**src/rtl/idle_subst_pkg.sv**
```systemverilog
package idle_subst_pkg;
  localparam int CHANS     = 32;
  localparam int DIRS      = 2;
  localparam int ENTRIES   = CHANS * DIRS;
  localparam int IDX_W     = $clog2(ENTRIES);
  localparam int CH_W      = $clog2(CHANS);
  localparam int BYTE_W    = 8;
  localparam int EN_REGS   = CHANS / BYTE_W;
  localparam int EN_SEL_W  = $clog2(EN_REGS);
  localparam int T1_CHANS  = 24;
  localparam int FILL_TX_BIT = 6;
  localparam int FILL_RX_BIT = 7;

  localparam logic [3:0] SEL_INDEX = 4'd0;
  localparam logic [3:0] SEL_CODE  = 4'd1;
  localparam logic [3:0] SEL_TXEN  = 4'd2;
  localparam logic [3:0] SEL_RXEN  = 4'(2 + EN_REGS);

  typedef struct packed {
    logic                arrWrite;
    logic                fillTx;
    logic                fillRx;
    logic [IDX_W-1:0]    arrIdx;
    logic                enWrite;
    logic                enRx;
    logic [EN_SEL_W-1:0] enByte;
    logic [BYTE_W-1:0]   wData;
  } hostStrobe_t;
endpackage

```
**src/rtl/idle_subst_ctrl.sv**
```systemverilog
module idle_subst_ctrl
  import idle_subst_pkg::*;
(
  input  logic                          clk,
  input  logic                          rstN,
  input  logic                          hostWr,
  input  logic                          hostRd,
  input  logic [3:0]                    hostSel,
  input  logic [BYTE_W-1:0]             hostWdata,
  input  logic [BYTE_W-1:0]             arrRdByte,
  input  logic [DIRS-1:0][CHANS-1:0]    enVec,
  output logic [IDX_W-1:0]              rdIdx,
  output hostStrobe_t                   strobe,
  output logic [BYTE_W-1:0]             hostRdata
);
  logic [BYTE_W-1:0] indexReg;
  logic [BYTE_W-1:0] rdMux;

  always_ff @(posedge clk or negedge rstN) begin
    if (!rstN) indexReg <= '0;
    else if (hostWr && hostSel == SEL_INDEX) indexReg <= hostWdata;
  end

  assign rdIdx = indexReg[IDX_W-1:0];

  always_comb begin
    strobe          = '0;
    strobe.wData    = hostWdata;
    strobe.arrIdx   = indexReg[IDX_W-1:0];
    strobe.fillTx   = indexReg[FILL_TX_BIT];
    strobe.fillRx   = indexReg[FILL_RX_BIT];
    strobe.arrWrite = hostWr && (hostSel == SEL_CODE);
    for (int n = 0; n < EN_REGS; n++) begin
      if (hostWr && hostSel == SEL_TXEN + 4'(n)) begin
        strobe.enWrite = 1'b1;
        strobe.enRx    = 1'b0;
        strobe.enByte  = EN_SEL_W'(n);
      end
      if (hostWr && hostSel == SEL_RXEN + 4'(n)) begin
        strobe.enWrite = 1'b1;
        strobe.enRx    = 1'b1;
        strobe.enByte  = EN_SEL_W'(n);
      end
    end
  end

  always_comb begin
    rdMux = '0;
    if (hostSel == SEL_INDEX) rdMux = indexReg;
    if (hostSel == SEL_CODE)  rdMux = arrRdByte;
    for (int n = 0; n < EN_REGS; n++) begin
      if (hostSel == SEL_TXEN + 4'(n)) rdMux = enVec[0][n*BYTE_W +: BYTE_W];
      if (hostSel == SEL_RXEN + 4'(n)) rdMux = enVec[1][n*BYTE_W +: BYTE_W];
    end
  end

  always_ff @(posedge clk or negedge rstN) begin
    if (!rstN) hostRdata <= '0;
    else if (hostRd) hostRdata <= rdMux;
  end

  assert_rdata_hold_R9: assert property (@(posedge clk) disable iff (!rstN)
    !hostRd |=> $stable(hostRdata));
endmodule

```
**src/rtl/idle_subst_lane.sv**
```systemverilog
module idle_subst_lane
  import idle_subst_pkg::*;
(
  input  logic              clk,
  input  logic              rstN,
  input  logic              t1Mode,
  input  logic              inValid,
  input  logic [CH_W-1:0]   inChan,
  input  logic [BYTE_W-1:0] inData,
  input  logic [BYTE_W-1:0] idleByte,
  input  logic              enBit,
  output logic              outValid,
  output logic [BYTE_W-1:0] outData
);
  logic chanActive;
  logic doSub;

  assign chanActive = !t1Mode || (int'(inChan) < T1_CHANS);
  assign doSub      = enBit && chanActive;

  always_ff @(posedge clk or negedge rstN) begin
    if (!rstN) begin
      outValid <= 1'b0;
      outData  <= '0;
    end else begin
      outValid <= inValid;
      if (inValid) outData <= doSub ? idleByte : inData;
    end
  end

  assert_disabled_pass_R7: assert property (@(posedge clk) disable iff (!rstN)
    (inValid && !enBit) |=> (outData == $past(inData)));

  assert_enabled_sub_R7: assert property (@(posedge clk) disable iff (!rstN)
    (inValid && enBit && !t1Mode) |=> (outData == $past(idleByte)));

  assert_hold_idle_R7: assert property (@(posedge clk) disable iff (!rstN)
    !inValid |=> $stable(outData));

  assert_t1_pass_R8: assert property (@(posedge clk) disable iff (!rstN)
    (inValid && t1Mode && int'(inChan) >= T1_CHANS) |=> (outData == $past(inData)));
endmodule

```
**src/rtl/idle_subst_dp.sv**
```systemverilog
module idle_subst_dp
  import idle_subst_pkg::*;
(
  input  logic                          clk,
  input  logic                          rstN,
  input  logic                          t1Mode,
  input  hostStrobe_t                   strobe,
  input  logic [IDX_W-1:0]              rdIdx,
  input  logic [DIRS-1:0]               inValid,
  input  logic [DIRS-1:0][CH_W-1:0]     inChan,
  input  logic [DIRS-1:0][BYTE_W-1:0]   inData,
  output logic [BYTE_W-1:0]             arrRdByte,
  output logic [DIRS-1:0][CHANS-1:0]    enVec,
  output logic [DIRS-1:0]               outValid,
  output logic [DIRS-1:0][BYTE_W-1:0]   outData
);
  logic [BYTE_W-1:0] idleMem [ENTRIES];

  for (genvar e = 0; e < ENTRIES; e++) begin : g_entry
    localparam bit IN_RX = (e >= CHANS);
    logic hit;
    assign hit = strobe.arrWrite &&
                 ((strobe.arrIdx == IDX_W'(e)) ||
                  (strobe.fillTx && !IN_RX) ||
                  (strobe.fillRx && IN_RX));
    always_ff @(posedge clk or negedge rstN) begin
      if (!rstN) idleMem[e] <= '0;
      else if (hit) idleMem[e] <= strobe.wData;
    end
  end

  for (genvar d = 0; d < DIRS; d++) begin : g_en_dir
    for (genvar n = 0; n < EN_REGS; n++) begin : g_en_byte
      always_ff @(posedge clk or negedge rstN) begin
        if (!rstN) enVec[d][n*BYTE_W +: BYTE_W] <= '0;
        else if (strobe.enWrite && (strobe.enRx == d[0]) &&
                 (strobe.enByte == EN_SEL_W'(n)))
          enVec[d][n*BYTE_W +: BYTE_W] <= strobe.wData;
      end
    end
  end

  assign arrRdByte = idleMem[rdIdx];

  for (genvar d = 0; d < DIRS; d++) begin : g_lane
    logic [IDX_W-1:0]  lookIdx;
    logic [BYTE_W-1:0] lookByte;
    assign lookIdx  = IDX_W'(d * CHANS) + IDX_W'(inChan[d]);
    assign lookByte = idleMem[lookIdx];
    idle_subst_lane u_lane (
      .clk      (clk),
      .rstN     (rstN),
      .t1Mode   (t1Mode),
      .inValid  (inValid[d]),
      .inChan   (inChan[d]),
      .inData   (inData[d]),
      .idleByte (lookByte),
      .enBit    (enVec[d][inChan[d]]),
      .outValid (outValid[d]),
      .outData  (outData[d])
    );
  end

  assert_entry_write_R2: assert property (@(posedge clk) disable iff (!rstN)
    $past(rstN && strobe.arrWrite) |-> (idleMem[$past(strobe.arrIdx)] == $past(strobe.wData)));

  assert_fill_tx_R3: assert property (@(posedge clk) disable iff (!rstN)
    $past(rstN && strobe.arrWrite && strobe.fillTx) |->
      (idleMem[0] == $past(strobe.wData) && idleMem[CHANS-1] == $past(strobe.wData)));

  assert_fill_rx_R4: assert property (@(posedge clk) disable iff (!rstN)
    $past(rstN && strobe.arrWrite && strobe.fillRx) |->
      (idleMem[CHANS] == $past(strobe.wData) && idleMem[ENTRIES-1] == $past(strobe.wData)));
endmodule

```
**src/rtl/idle_code_subst.sv**
```systemverilog
module idle_code_subst
  import idle_subst_pkg::*;
(
  input  logic              clk,
  input  logic              rstN,
  input  logic              t1Mode,
  input  logic              hostWr,
  input  logic              hostRd,
  input  logic [3:0]        hostSel,
  input  logic [BYTE_W-1:0] hostWdata,
  output logic [BYTE_W-1:0] hostRdata,
  input  logic              txValid,
  input  logic [CH_W-1:0]   txChan,
  input  logic [BYTE_W-1:0] txData,
  input  logic              rxValid,
  input  logic [CH_W-1:0]   rxChan,
  input  logic [BYTE_W-1:0] rxData,
  output logic              txOutValid,
  output logic [BYTE_W-1:0] txOutData,
  output logic              rxOutValid,
  output logic [BYTE_W-1:0] rxOutData
);
  hostStrobe_t                  strobe;
  logic [IDX_W-1:0]             rdIdx;
  logic [BYTE_W-1:0]            arrRdByte;
  logic [DIRS-1:0][CHANS-1:0]   enVec;
  logic [DIRS-1:0]              outValid;
  logic [DIRS-1:0][BYTE_W-1:0]  outData;

  idle_subst_ctrl u_ctrl (
    .clk       (clk),
    .rstN      (rstN),
    .hostWr    (hostWr),
    .hostRd    (hostRd),
    .hostSel   (hostSel),
    .hostWdata (hostWdata),
    .arrRdByte (arrRdByte),
    .enVec     (enVec),
    .rdIdx     (rdIdx),
    .strobe    (strobe),
    .hostRdata (hostRdata)
  );

  idle_subst_dp u_dp (
    .clk       (clk),
    .rstN      (rstN),
    .t1Mode    (t1Mode),
    .strobe    (strobe),
    .rdIdx     (rdIdx),
    .inValid   ({rxValid, txValid}),
    .inChan    ({rxChan, txChan}),
    .inData    ({rxData, txData}),
    .arrRdByte (arrRdByte),
    .enVec     (enVec),
    .outValid  (outValid),
    .outData   (outData)
  );

  assign txOutValid = outValid[0];
  assign txOutData  = outData[0];
  assign rxOutValid = outValid[1];
  assign rxOutData  = outData[1];
endmodule

```
**config.mk**
```make
export PLATFORM = sky130hd
export DESIGN_NAME = idle_code_subst
export DESIGN_NICKNAME = d
export VERILOG_FILES = /design/src/rtl/idle_subst_pkg.sv /design/src/rtl/idle_subst_ctrl.sv /design/src/rtl/idle_subst_lane.sv /design/src/rtl/idle_subst_dp.sv /design/src/rtl/idle_code_subst.sv
export SDC_FILE = /design/constraint.sdc
export NUM_CORES = 1
export LEC_CHECK = 0
export ABC_CLOCK_PERIOD_IN_PS = 2600
export BUFFER_PORTS_ARGS = -buffer_cell sky130_fd_sc_hd__buf_2
export CAP_MARGIN = 20
export CORE_MARGIN = 2
export CORE_UTILIZATION = 25
export DETAILED_ROUTE_END_ITERATION = 8
export PLACE_DENSITY_LB_ADDON = 0.3
export RECOVER_POWER = 50
export SLEW_MARGIN = 20
export SYNTH_ARGS = -nofsm -noshare
export SYNTH_HDL_FRONTEND = slang
export SYNTH_SLANG_ARGS = --single-unit
```
**constraint.sdc**
```tcl
create_clock -name clk -period 2.6 [get_ports clk]
set_input_delay 0.52 -clock clk [delete_from_list [all_inputs] [get_ports clk]]
set_output_delay 0.52 -clock clk [all_outputs]
set_load 0.1 [all_outputs]
```
Word-level counts from Yosys, hierarchy flattened
Cells that the tools add are included.

Add/subtract/negate cells: 1. Reductions and logical operators: 156. Muxes and demuxes: 33. Eq/ne operators: 75. Bitwise gates (word level): 4. $lt $le $gt $ge: 7.

Operators with widths (count): 6-bit equality test, second input constant (32); 8-bit binary-select mux with 6-bit select (3); 8-bit two-way mux (18); 6-bit by 5-bit equality test with 1-bit output, second input constant (16); 1-bit logical AND (86); 1-bit logical OR (66); 6-bit by 4-bit equality test with 1-bit output, second input constant (8); 4-bit two-way mux (8); 6-bit by 3-bit equality test with 1-bit output, second input constant (4); 7-bit >= comparator, second input constant (3); 4-bit by 3-bit equality test with 1-bit output, second input constant (4); 6-bit inverter with 7-bit output (2); 6-bit by 2-bit equality test with 1-bit output, second input constant (2); 5-bit by 6-bit < comparator with 1-bit output, second input constant (2); 1-bit binary-select mux with 5-bit select (2); 5-bit < comparator, second input constant (2); 4-bit by 2-bit equality test with 1-bit output, second input constant (2); 4-bit equality test, second input constant (2); 5-bit inverter with 7-bit output (1); 6-bit by 5-bit adder with 6-bit output, first input constant (1); 6-bit by 1-bit equality test with 1-bit output, second input constant (1); 6-bit logical NOT (1); 2-bit equality test, second input constant (2); 4-bit by 1-bit equality test with 1-bit output, second input constant (1); other kinds (6) (7).

Input bits: 45. Register bits after elaboration: 610. Output and inout port bits: 26. Word-level logic and storage cells: 354.

Logic depth before layout (Yosys ltp)
Gate-level depths: netlist (run 1).

Depth after elaboration: 13. Mapped depth: 10. Gate-level depth less buffers: 6.

Modules after synthesis
A second synthesis (run 1) with hierarchy kept.

Cell total of the unflattened synthesis: 2302. Area, all modules: 33483.4 um^2.

Modules (own cells, without submodules): idle_subst_dp (sequential area each 14413.8 um^2, instances 1, area each 30878.4 um^2, cells each 1991); idle_subst_ctrl (sequential area each 400.4 um^2, instances 1, area each 1736.7 um^2, cells each 215); idle_subst_lane (sequential area each 225.2 um^2, instances 2, area each 434.2 um^2, cells each 48).

Worst setup path before layout (run 1)
OpenSTA, ideal clock, no wires.

Kind: input to register. Start: in txChan[1]. End: reg u_dp.g_lane[0].u_lane.outData[0]. Arrival: 2713 ps. Stages on the path: 7. Buffers on the path: 3. Required time: 2474 ps. Setup time: 126 ps. Slack: -239 ps. Path through: buf_2 > clkbuf_1 > buf_1 > mux4_2 > mux4_2 > mux2_2 > a221o_1.

Cells in the longest elaborated chain, start to end: 5. Elaborated cells on any way between the ends: 10. Those cells by class: 1 x order compare; 6 x mux; 1 x bitwise; 2 x reduce/logical.

RTL lines: start: declaration (RTL line idle_code_subst.sv:13) `input logic [CH_W-1:0] txChan,`; 5-bit inverter with 7-bit output (not written as such) (RTL line idle_subst_dp.sv:49) `assign lookByte = idleMem[lookIdx];`; 8-bit binary-select mux with 6-bit select (RTL line idle_subst_dp.sv:49); 8-bit two-way mux (not written as such) (2 in series) (RTL line idle_subst_dp.sv:49); 8-bit two-way mux (*) (RTL line idle_subst_lane.sv:27) `if (inValid) outData <= doSub ? idleByte : inData;`; end signal: assignment (RTL line idle_subst_lane.sv:27); end: declaration (RTL line idle_subst_lane.sv:13) `output logic [BYTE_W-1:0] outData`.

Every way passes the cells marked *; elsewhere a longest branch is shown, timed or not. The select of a mux whose other input is x is not followed. A chain may end at the register's enable or synchronous reset.

Worst setup path in the final report (run 1)
Start: reg u_ctrl.indexReg[0]. End: reg u_ctrl.hostRdata[7].

Cells in the longest elaborated chain, start to end: 13.

RTL lines: start: declaration (RTL line idle_subst_ctrl.sv:16) `logic [BYTE_W-1:0] indexReg;`; start signal: assignment (RTL line idle_subst_ctrl.sv:21) `else if (hostWr && hostSel == SEL_INDEX) indexReg <= hostWdata;`; 6-bit inverter with 7-bit output (not written as such) (RTL line idle_subst_dp.sv:43) `assign arrRdByte = idleMem[rdIdx];`; 8-bit binary-select mux with 6-bit select (RTL line idle_subst_dp.sv:43); 8-bit two-way mux (not written as such) (2 in series) (RTL line idle_subst_dp.sv:43); 8-bit two-way mux (RTL line idle_subst_ctrl.sv:50) `if (hostSel == SEL_CODE) rdMux = arrRdByte;`; 8-bit two-way mux (RTL line idle_subst_ctrl.sv:52) `if (hostSel == SEL_TXEN + 4'(n)) rdMux = enVec[0][n*BYTE_W +: BYTE_W];`; 8-bit two-way mux (RTL line idle_subst_ctrl.sv:53) `if (hostSel == SEL_RXEN + 4'(n)) rdMux = enVec[1][n*BYTE_W +: BYTE_W];`; 8-bit two-way mux (RTL line idle_subst_ctrl.sv:52); 8-bit two-way mux (RTL line idle_subst_ctrl.sv:53); 8-bit two-way mux (RTL line idle_subst_ctrl.sv:52); 8-bit two-way mux (RTL line idle_subst_ctrl.sv:53); 8-bit two-way mux (RTL line idle_subst_ctrl.sv:52); 8-bit two-way mux (RTL line idle_subst_ctrl.sv:53); end signal: assignment (RTL line idle_subst_ctrl.sv:59) `else if (hostRd) hostRdata <= rdMux;`; end: declaration (RTL line idle_subst_ctrl.sv:14) `output logic [BYTE_W-1:0] hostRdata`.

No other way between the ends. The select of a mux whose other input is x is not followed.

==> results of run 1 <==
-- what timing repair did --
item,in CTS,in global routing
resized for setup,42,29
setup endpoints to repair,371,230
setup buffers,11,8
endpoints found under the hold margin,110,0
pin swaps,8,5
hold buffers,1,0
cloned,1,2
-- logic make-up after synthesis --
group           after synthesis  share of synthesized area [%]
buf+inv                     207                          2.881
compound gates              232                          4.556
flops                       610                          46.13
simple gates                273                          3.796
mux                         957                          42.64
-- power by group through the flow --
stage          combinational, mW  sequential (mW)  clock, mW
5_1_grt                     11.4             13.7       10.9
4_1_cts                     10.7             13.4       10.5
3_5_place_dp                10.4             13.5          0
6_report                    10.8             13.4       10.2
2_1_floorplan               6.32             13.1          0
3_3_place_gp                10.2             13.4          0
-- per-layer routing --
metal	track usage [%]	wire, µm	up-vias
li1	-	-	9358
met1	22.37	49080	12229
met2	28.18	56760	704
met3	2.750	6247	152
met4	5.165	3241	6
met5	0	41	-
-- cells in the final DEF (no fill, tap or decap), types with 13 or more instances in the layout --
cell	Yosys	final
mux2_2	612	612
dfrtp_1	610	606
mux4_2	301	301
buf_4	9	248
nor2_1	118	117
a21oi_1	90	88
clkbuf_16	0	73
buf_2	27	63
buf_12	0	51
nand2_1	48	44
mux2i_1	44	42
nor2b_1	32	31
o21ai_0	31	25
clkbuf_1	111	20
nor3_1	19	19
a221o_1	19	19
nand3_1	19	17
a22oi_1	17	17
o22ai_1	17	16
nand2b_1	17	15
clkinv_2	0	13
-- area by class of cell --
class	instances	area, µm²	area share [%]
multi-input combinational	1462	17020	42.14
sequential	610	15280	37.82
clock buffer	98	1998	4.946
timing repair buffer	391	3511	8.691
tap	1755	2196	5.435
antenna	1	2.502	0.006194
inverter	10	37.54	0.09291
clock inverter	27	352.8	0.8734
-- flip-flops by register name (all words and copies together), names as in the netlist --
signal and count:
u_ctrl.hostRdata 8, u_ctrl.indexReg 8, u_dp.idleMem 512, u_dp.g_lane.u_lane.outValid 2
u_dp.g_lane.u_lane.outData 16, u_dp.enVec 64
-- final timing paths --
check	start	end	slack (ns)	cells past startpoint
min	rxData[0]	u_dp.g_lane[1].u_lane.outData[0]	0.12	2
max reg2reg	u_ctrl.indexReg[0]	u_ctrl.hostRdata[7]	-0.12	9
max	u_ctrl.indexReg[0]	u_ctrl.hostRdata[7]	-0.12	9
min in group asynchronous	rstN	u_dp.idleMem[339]	0.48	2
min reg2reg	u_dp.idleMem[276]	u_dp.idleMem[276]	0.53	1
max in group asynchronous	rstN	u_dp.idleMem[464]	0.34	3
-- worst reg2reg max path: cells and delay by family (launching register included) --
kind,cells,cell delay (ns)
buffers and inverters,3,0.58
and+or+nand+nor,1,0.08
DFF,1,0.50
AOI/OAI and AO/OA,2,0.16
muxes,3,1.29
==> results_dict.tcl, run 1 <==
set metrics [dict create \
    status "finished, violations left" \
    violations "negative setup slack" \
    htreeDepth 3 \
    power_density_nw_per_um2 852.8 \
    p_int_mw 23.25 \
    die_area_um2 135300 \
    syn_to_final_growth_pct 22.08 \
    final_core_util_pct 30.73 \
    crit_buf_inv 3 \
    slowest_stage "mux4_2" \
    worstSetupEndpointType "register" \
    vias 22449 \
    hold_viol 0 \
    drt_iter0_markers 1983 \
    path_clk_slew_ns 0.06 \
    ys_ff_latch 610 \
    design_area_um2 40400 \
    die_h_um 367.8 \
    synth.net_count 2324 \
    wl_um 115400 \
    p_seq_share_pct 38.9 \
    drc 0 \
    crit_family "multiplexers" \
    p_leak_nw 17.25 \
    gp_congestion 0.8928 \
    post_synth.cell_area_avg_um2 14.52 \
    crit_fanout 5 \
    critical-path-max-stage-delay_ns 0.57 \
    switching_share_pct 32.50 \
    cts_tree "built" \
    worst_hold_path_type "input pin to register" \
    postPlaceCellArea_um2 37660 \
    clkPwrFrac_pct 29.7 \
    synth_largest_area_cell "dfrtp_1" \
    tightest_slew_ns 1.266 \
    fmax_mhz 367.8 \
    finalSetupViolations 3 \
    wl_per_cell_um 26.50 \
    critPathRequiredTime_ns 3.09 \
    drive_above_1_share_pct 55.31 \
    ant_nets 0 \
    clock-sinks 610 \
    clk_latency_ns 0.64 \
    cts_buffer_depth 3 \
    cp_cell_sequence "buf_12, mux4_2, mux4_2, mux2i_1, buf_4, nand2_4, o41ai_4, buf_4, a31oi_4" \
    start_kind "register" \
    combPwrFrac_pct 31.4 \
    numPortBuffers 70 \
    grt_usage_pct 16.87 \
    period_needed_ns 2.719 \
    coreArea_um2 131500 \
    rsz0062_at_grt "yes" \
    overflow 0 \
    slew_viol_final 0 \
    slew-limit-headroom_pct 15.63 \
    yosysMostFrequentCell "mux2_2" \
    antenna_found_initial 4 \
    ys_warn_count 0 \
    clock_skew_ns 0.02545 \
    p_switching_mw 11.20 \
    start_util_pct 25.17 \
    grt_pass1_wl_um 169400 \
    final.setup.worst_slack_ns -0.1191 \
    grt_pass1_vias 23503 \
    placed_cells 4206 \
    synth_edf_count 0 \
    syn_inst 2279 \
    synth_area_um2 33090 \
    chipWidth_um 367.8 \
    io-pin-count 71 \
    ys_dominant_reg_cell "dfrtp_1" \
    seq_area_frac_synth_pct 46.13 \
    drtPass1Iterations 6 \
    ir_drop_uv 483.2 \
    root_buffer "clkbuf_16" \
    via_per_inst 5.156 \
    ys_top_cells_by_area "dfrtp_1 (46%), mux2_2 (21%), mux4_2 (20%)" \
    grt_max_degree 95 \
    yosys-top-cells-count "mux2_2 (612), dfrtp_1 (610), mux4_2 (301)" \
    dp_hpwl_um 82320 \
    yosys.cell_types.count 51 \
    tns_ns -0.2462 \
    layout.nets 2590 \
    cts_buffers 70 \
    rows 133 \
    dp_slack_ns -0.4359 \
    power_mw 34.45 \
    fillCellCount 13085 \
    synth_top_area_share_pct 46.13 \
    cap_violations 0 \
    fin_cells 4354 \
    crit_type "register to register" \
    postSynth.asyncResetShare_pct 100.0 \
    finalCritPeriodShare_pct 104.6 \
    critical_path_arrival_ns 3.21 \
    hold_slack_ns 0.1241 \
]
No activity file was read; power rests on OpenSTA's default activity.
==> inputs of run 2 (changes only) <==
ABC_CLOCK_PERIOD_IN_PS = 2350   (was 2600)
CTS_CLUSTER_DIAMETER = 120   (was not set)
SLEW_MARGIN = 10   (was 20)
clock period = 2.35 ns   (was 2.6 ns; I/O delays follow)
==> results_dict.tcl, run 2 (synthesis results as in run 1) <==
set metrics [dict create \
    cts_buffer_depth 3 \
    largest_registers "u_dp.idleMem: 512 flops, u_dp.enVec: 64 flops, u_dp.g_lane.u_lane.outData: 16 flops" \
    slowest_stage "mux4_2" \
    final.setup.worst_slack_ns -0.2639 \
    clk_latency_ns 0.65 \
    fmax_mhz 382.6 \
    io-pin-count 71 \
    grt_max_degree 87 \
    p_leak_nw 18.61 \
    largest_register "u_dp.idleMem" \
    num_antenna_cells 0 \
    slew-limit-headroom_pct 14.41 \
    cap_violations 0 \
    drc 0 \
    grt_pass1_vias 24120 \
    wl_per_cell_um 26.80 \
    tns_ns -17.42 \
    start_kind "register" \
    layout_commonest_cell "dfrtp_1" \
    worstSetupEndpointType "register" \
    grt_pass1_wl_um 172600 \
    largest_reg_flops 512 \
    status "finished, violations left" \
    critical_path_arrival_ns 3.15 \
    cts_tree "built" \
    finalCritPeriodShare_pct 111.2 \
    fin_cells 4446 \
    clock-sinks 610 \
    syn_to_final_growth_pct 31.35 \
    layout.nets 2685 \
    via_per_inst 5.215 \
    dp_hpwl_um 81930 \
    dp_slack_ns -0.7471 \
    period_needed_ns 2.614 \
    crit_type "register to register" \
    ir_drop_uv 510.2 \
    vias 23186 \
    overflow 0 \
    crit_top_cell "buf_12" \
    start_util_pct 25.17 \
    power_mw 40.28 \
    violations "negative setup slack" \
    die_h_um 367.8 \
    placed_cells 4280 \
    cp_cell_sequence "buf_12, buf_12, mux4_2, mux2i_1, o21ai_2, o21ai_1, nand4_1, buf_6, a221o_1" \
    ant_nets 0 \
    wl_um 119200 \
    drive_above_1_share_pct 61.17 \
    die_area_um2 135300 \
    drt_iter0_markers 2040 \
    gp_congestion 0.9099 \
    crit_fanout 5 \
    critical-path-max-stage-delay_ns 0.54 \
    numPortBuffers 70 \
    critPathRequiredTime_ns 2.88 \
    final_cell_mix "dfrtp_1 (606), mux2_4 (350), mux4_2 (301)" \
    grt_usage_pct 17.14 \
    root_buffer "clkbuf_16" \
    fillCellCount 12819 \
    chipWidth_um 367.8 \
    antenna_found_initial 5 \
    coreArea_um2 131500 \
    cts_buffers 67 \
    clock_skew_ns 0.02494 \
    hold_viol 0 \
    rsz0062_at_grt "yes" \
    path_clk_slew_ns 0.06 \
    rows 133 \
    finalSetupViolations 270 \
    slew_viol_final 0 \
    drtPass1Iterations 5 \
    htreeDepth 3 \
    power_density_nw_per_um2 926.8 \
    tightest_slew_ns 1.284 \
    worst_hold_path_type "input pin to register" \
]
## run 2: cell types whose count changed in the layout (fill, tap and decap cells not counted), sizes merged, moves of 2 or more
cell and change:
clkinv -3, clkinvlp -2, buf +102, clkbuf -6
## run 2: worst max-delay path, delay by kind of cell (launching register included)
family / cells / cell delay [ns]
mux: 2 / 0.80
buf+inv: 3 / 0.47
simple gates: 1 / 0.16
compound gates: 3 / 0.63
flops: 1 / 0.43
## run 2: final cells by class
type	count	area [µm²]	area share, %
Inverter	10	37.54	0.08636
Clock buffer	97	1993	4.585
Clock inverter	23	327.8	0.7542
Multi-Input combinational cell	1462	18840	43.34
Sequential cell	610	15280	35.15
Tap cell	1755	2196	5.052
Timing Repair Buffer	489	4797	11.04
## run 2: path summary, 6_finish.rpt
path                                                       start                                to  slack, ns  cells past startpoint
worst min-delay path                                   txData[5]  u_dp.g_lane[0].u_lane.outData[5]       0.06                      2
worst max register to register                u_ctrl.indexReg[0]               u_ctrl.hostRdata[3]      -0.26                      9
max in group asynchronous                                   rstN                 u_dp.idleMem[272]       0.25                      3
worst max-delay path                          u_ctrl.indexReg[0]               u_ctrl.hostRdata[3]      -0.26                      9
worst min register to register  u_dp.g_lane[0].u_lane.outData[6]  u_dp.g_lane[0].u_lane.outData[6]       0.51                      1
min in group asynchronous                                   rstN               u_ctrl.hostRdata[0]       0.65                      2
## run 2: what timing repair did
item	CTS	global route
setup endpoints to repair	501	451
endpoints found under the hold margin	26	0
buffers inserted	30	16
resized for setup	153	425
cloned	5	1
pin swaps	19	94
hold buffers	1	0
## run 2: routing by layer
metal | vias up | track usage [%] | share of wire (%)
met5 | - | 0 | 0.023
met4 | 4 | 6.256 | 3.4
met3 | 196 | 2.207 | 4.9
met2 | 812 | 28.33 | 48
met1 | 12637 | 22.99 | 43
li1 | 9537 | - | -
## run 2: where the power goes
| group | internal, mW | switching (mW) | total (mW) | leakage, nW |
|---|---|---|---|---|
| combinational | 7.74 | 6.53 | 14.3 | 9.48 |
| sequential | 12.8 | 1.93 | 14.7 | 7.98 |
| clock | 6.69 | 4.60 | 11.3 | 1.15 |
## run 2: per-stage QoR
| stage | cell area [µm²] | hold WS [ns] | utilization, % |
|---|---|---|---|
| floorplan | 33360 | 0.1744 | - |
| global placement | 38450 | 0.4263 | 29.25 |
| detailed placement | 38450 | 0.4354 | 29.25 |
| CTS | 41840 | 0.02083 | 31.83 |
| global route | 43470 | 0.05281 | 33.06 |
| finish | 43470 | 0.06086 | 33.06 |
